<file path="config.mk">
export PLATFORM = sky130hd
export DESIGN_NAME = pixel_lane_formatter
export DESIGN_NICKNAME = d
export VERILOG_FILES = /design/src/rtl/pixel_lane_formatter.sv
export SDC_FILE = /design/constraint.sdc
export NUM_CORES = 1
export LEC_CHECK = 0
export CELL_PAD_IN_SITES_DETAIL_PLACEMENT = 0
export CELL_PAD_IN_SITES_GLOBAL_PLACEMENT = 1
export CORE_ASPECT_RATIO = 1.2
export CORE_UTILIZATION = 38
export CTS_BUF_LIST = sky130_fd_sc_hd__clkbuf_16
export DETAILED_ROUTE_END_ITERATION = 8
export GPL_ROUTABILITY_DRIVEN = 0
export PLACE_DENSITY = 0.85
export SLEW_MARGIN = 25
export SYNTH_ARGS = -nofsm -noshare
export SYNTH_HDL_FRONTEND = slang
export SYNTH_SLANG_ARGS = --single-unit
export TNS_END_PERCENT = 10
</file>
<file path="constraint.sdc">
create_clock -name clk -period 3.02 [get_ports clk]
set_input_delay 0.906 -clock clk [delete_from_list [all_inputs] [get_ports clk]]
set_output_delay 0.906 -clock clk [all_outputs]
set_load 0.02 [all_outputs]
</file>
<file path="src/rtl/pixel_lane_formatter.sv">
module pixel_lane_formatter (
  input  logic        clk,
  input  logic        rst_n,
  input  logic [1:0]  fmt_sel,
  input  logic        in_de,
  input  logic        in_hs,
  input  logic        in_vs,
  input  logic [7:0]  in_blue,
  input  logic [7:0]  in_green,
  input  logic [7:0]  in_red,
  output logic [47:0] out_data,
  output logic        out_strobe,
  output logic        out_de,
  output logic        out_hs,
  output logic        out_vs
);
  localparam logic [23:0] TOP6 = 24'hFCFCFC;

  logic [1:0]  mode_q;
  logic        odd_due;
  logic [23:0] even_q;

  wire         pair_mode = mode_q[1];
  wire         full_bits = mode_q[0];
  wire  [23:0] cur       = {in_red, in_green, in_blue};
  wire  [23:0] cur_fmt   = full_bits ? cur : (cur & TOP6);
  wire  [23:0] even_fmt  = full_bits ? even_q : (even_q & TOP6);
  wire  [23:0] odd_fmt   = in_de ? cur_fmt : 24'h0;
  wire  [5:0]  parked    = full_bits ? {in_red[1:0], in_green[1:0], in_blue[1:0]} : 6'h0;

  wire  [47:0] single_word = {16'h0, parked, 2'b00, cur & TOP6};
  wire  [47:0] pair_word   = {odd_fmt, even_fmt};

  wire emit_single = !pair_mode && in_de;
  wire emit_pair   = pair_mode && odd_due;
  wire take_even   = pair_mode && in_de && !odd_due;

  always_ff @(posedge clk) begin
    if (!rst_n) begin
      mode_q     <= 2'd0;
      odd_due    <= 1'b0;
      even_q     <= 24'h0;
      out_data   <= 48'h0;
      out_strobe <= 1'b0;
      out_de     <= 1'b0;
      out_hs     <= 1'b0;
      out_vs     <= 1'b0;
    end else begin
      out_strobe <= emit_single || emit_pair;
      out_data   <= emit_pair ? pair_word : (emit_single ? single_word : 48'h0);
      out_de     <= in_de;
      out_hs     <= in_hs;
      out_vs     <= in_vs;
      odd_due    <= take_even;
      if (take_even) even_q <= cur;
      if (!in_de)    mode_q <= fmt_sel;
    end
  end
endmodule

</file>
==> results list <==
* Core area: around 7300 um2
- In this run the power density over the cells is between 500 and 600 nW/um2.
- After clock tree synthesis, the clock-pin slew on the worst setup and hold paths is 0.06 ns.
* Start of the worst register-to-register path: mode_q[1]
* Final critical-path share of the clock period: 72.1%
- Cell type of the slowest stage on the worst timing path: clkdlybuf4s50_1
- Clock buffers created by TritonCTS: 9
- Die span in x: a little over 80 um
* Source-to-sink clock delay at the later pin of the worst-skew pair: roughly 0.33 ns
- For this configuration, the core starts out at a cell density of roughly 39%.
- Fraction of power consumed by combinational cells: between 7 and 8%
* Instance area after placement: approximately 3700 um2
- Of the total power, the share spent switching nets is between 20% and 30%.
- Startpoint of the most critical setup path: out_data[31]
* RSZ-0062 raised after global routing: no
- Full die area: between 7000 and 8000 um2
* Design area: between 4000 and 5000 um2
- Clock buffer depth: 2
- 0 antenna diodes ended up in the layout.
* Portion of netlist area occupied by mux cells: under 10%
- The synthesized netlist devotes 6.81% of its cell area to compound gates.
* VDD IR max: approximately 0.46 mV
* Syn. warnings: 0
* Portion of the post-synthesis area used by sequential elements: between 50% and 60%
- The clock net in this run drives a total of between 70 and 80 sinks.
- Port bufs: around 80
* Total length of routed wires: a little over 6000 um
- Static timing analysis puts the maximum clock frequency at approximately 460 MHz.
- TritonCTS built the clock tree.
* CP max stage delay: a little over 0.6 ns
* Lkg Pwr: around 1.5 nW
- Util after Layout: approximately 55%
* Synth area leader: dfxtp_1
- After clock tree synthesis, the setup repair step added 0 buffers.
* Buffers plus inverters on the worst setup path: 1
- Data arrives at the worst endpoint at roughly 1.3 ns.
- Combinational family with the most area after synthesis: simple AND/OR/NAND/NOR gates
- Area Overhead vs Synth: 39.9%
- The worst setup path is launched from a flip-flop.
- After synthesis, the cell types taking the most area are dfxtp_1, mux2i_1, nand2_1.
* Initial detailed-routing violation count: 117
- Register bit total from synthesis: 79
* Max_slew headroom: 63.9%
- Fin crit period: 2.18 ns
* Die height: about 97 um
- Max capacitance violation total: 0
- For the final routed database, the setup TNS stands at 0 ns.
- Buffers inserted to repair hold after CTS numbered 0.
* Gr usage total: approximately 17%
- Family with the most delay on the worst path: buffers and inverters
- The critical path goes through clkdlybuf4s50_1.
- Of all nets on the critical path, the largest fanout is 1.
- Entering global routing, the biggest net connects 56 pins.
* Global-route wire length before repair: a little under 10000 um
- The clock network is responsible for between 40% and 50% of the overall power.
- Setup violations, final: 0
- The design draws 0.00238 W.
- Hold timing on the final database bottoms out at a slack of around 0.45 ns.
- Critical path type: reg -> out
* Vias in the first global route: between 2000 and 2500
* Hold path start: even_q[17]
- Share of post-route cells with drive strength above 1: under 10%
- Residual DRC count: 0
- Nets: around 390
- Synth Area in XOR/XNOR: 0%
- Net count after synthesis: between 300 and 400
* Internal power consumption: 0.00188 W
- At the worst endpoint, the required time is approximately 2.1 ns.
- Once detailed placement completed, the half-perimeter wirelength came to just over 4000 um.
- The routed layout has about 2200 vias.
* Nature of the critical path endpoint: output port
* Outcome: finished, final reports clean
- Number of primary I/O pins: 83
- Tightest Hold Check Type: reg -> reg
- After Yosys synthesis, full adders, half adders and majority gates account for 0% of the synthesized area.
- Summed over all nets, the switching power comes to a little over 0.0005 W.
- Number of distinct standard cells referenced by the synthesized netlist: 20
* Iteration count of the initial detailed-routing pass: 4
* Max Transition Viols Final: 0
- The initial antenna violation count was 0.
- The cell sitting at the root of the clock tree is a clkbuf_16.
* Number of H-tree levels: 3
- Each instance of the synthesized netlist takes up on average 10.2 um2.
- Vias/cell: approximately 4.8
- Hold Vio Cnt, Final: 0
* Aggregate global routing overflow: 0
* Basic-gate share of the synthesized area counting and, or, nand and nor cells: between 20% and 30%
- Once the clock tree was built, the resizer swapped 0 gates to a different size.
- In the synthesized netlist, the number of instances is around 280.
* Post-synthesis instance area: 2870 um2
- The floorplan has 34 rows.
* Post-detailed-route wirelength per cell: approximately 14 um
- Clock skew: ~0.0065 ns
- The share of total power dissipated in sequential elements is ~45%.
* Area share of the largest cell type after synthesis: about 55%
- For the pin with the worst max-slew slack, the measured transition is 0.541 ns.
- Counting the fill cells in the layout gives about 650.
- The detail route stage leaves a number of antenna-violating nets equal to 0.
-- stage by stage --
stage	setup WS, ns	instances
2_1_floorplan	1.31	281
3_3_place_gp	0.508	435
3_5_place_dp	0.484	435
4_1_cts	0.819	451
5_1_grt	0.749	451
6_report	0.842	451
-- state kept, by name (all words and copies together) (netlist names) --
signal / count
out_data: 48
even_q: 24
mode_q: 2
odd_due: 1
out_de: 1
out_hs: 1
out_strobe: 1
out_vs: 1
-- routing by layer --
layer / up-vias / part of all wire, % / global-route usage (%)
met5: - / 0 / 0
met4: 0 / 2.8 / 9.62
met3: 13 / 3.5 / 4.04
met2: 54 / 49 / 26.8
met1: 1001 / 44 / 20.4
li1: 1092 / - / -
-- Yosys cell counts --
master,n
and3_1,7
buf_4,1
nand3_1,19
mux2i_1,26
nand4b_1,2
o21a_1,1
a21boi_1,21
and3b_1,1
a32o_1,3
buf_2,10
and2_1,24
buf_6,2
nor2b_1,3
nand4_1,2
nand2_1,48
and4_1,2
clkbuf_1,9
buf_8,2
dfxtp_1,79
nand3b_1,19
-- final cells by class --
| class | count | area, um2 | area share, % |
|---|---|---|---|
| Sequential cell | 79 | 1580 | 39.4 |
| Multi-Input combinational cell | 178 | 1140 | 28.5 |
| Timing Repair Buffer | 88 | 861 | 21.5 |
| Clock buffer | 9 | 225 | 5.61 |
| Tap cell | 90 | 113 | 2.81 |
| Clock inverter | 7 | 88.8 | 2.21 |
-- worst paths after layout --
check | to | slack (ns) | cells after the start
max reg2reg | out_data[25] | 1.42 | 3
max | out_data[31] | 0.84 | 1
min | even_q[17] | 0.45 | 2
min reg2reg | even_q[17] | 0.45 | 2
-- power by group through the flow --
stage	clock [W]	combinational [W]	sequential, W
2_1_floorplan	0	0.0000826	0.00112
3_3_place_gp	0	0.000184	0.00110
3_5_place_dp	0	0.000186	0.00110
4_1_cts	0.00114	0.000187	0.00108
5_1_grt	0.00118	0.000201	0.00108
6_report	0.00112	0.000186	0.00108
-- worst reg2reg max path: stages (launching register included) --
cell and delay (ns):
dfxtp_1 0.35, buf_4 0.36, and4_1 0.61, and3_1 0.22
-- cells in the final DEF, fill, tap and decap left out, types with 3 or more instances in the layout --
master / count
a21boi_1: 21
a32o_1: 3
and2_1: 24
and3_1: 7
buf_4: 6
clkbuf_16: 9
clkdlybuf4s50_1: 81
dfxtp_1: 79
mux2i_1: 26
nand2_1: 48
nand3_1: 19
nand3b_1: 19
nor2b_1: 3
-- logic make-up after synthesis --
family | after synthesis
and+or+nand+nor | 127
DFF | 79
muxes | 26
AOI/OAI and AO/OA | 25
buffers and inverters | 24
(Power assumes the default switching activity.)
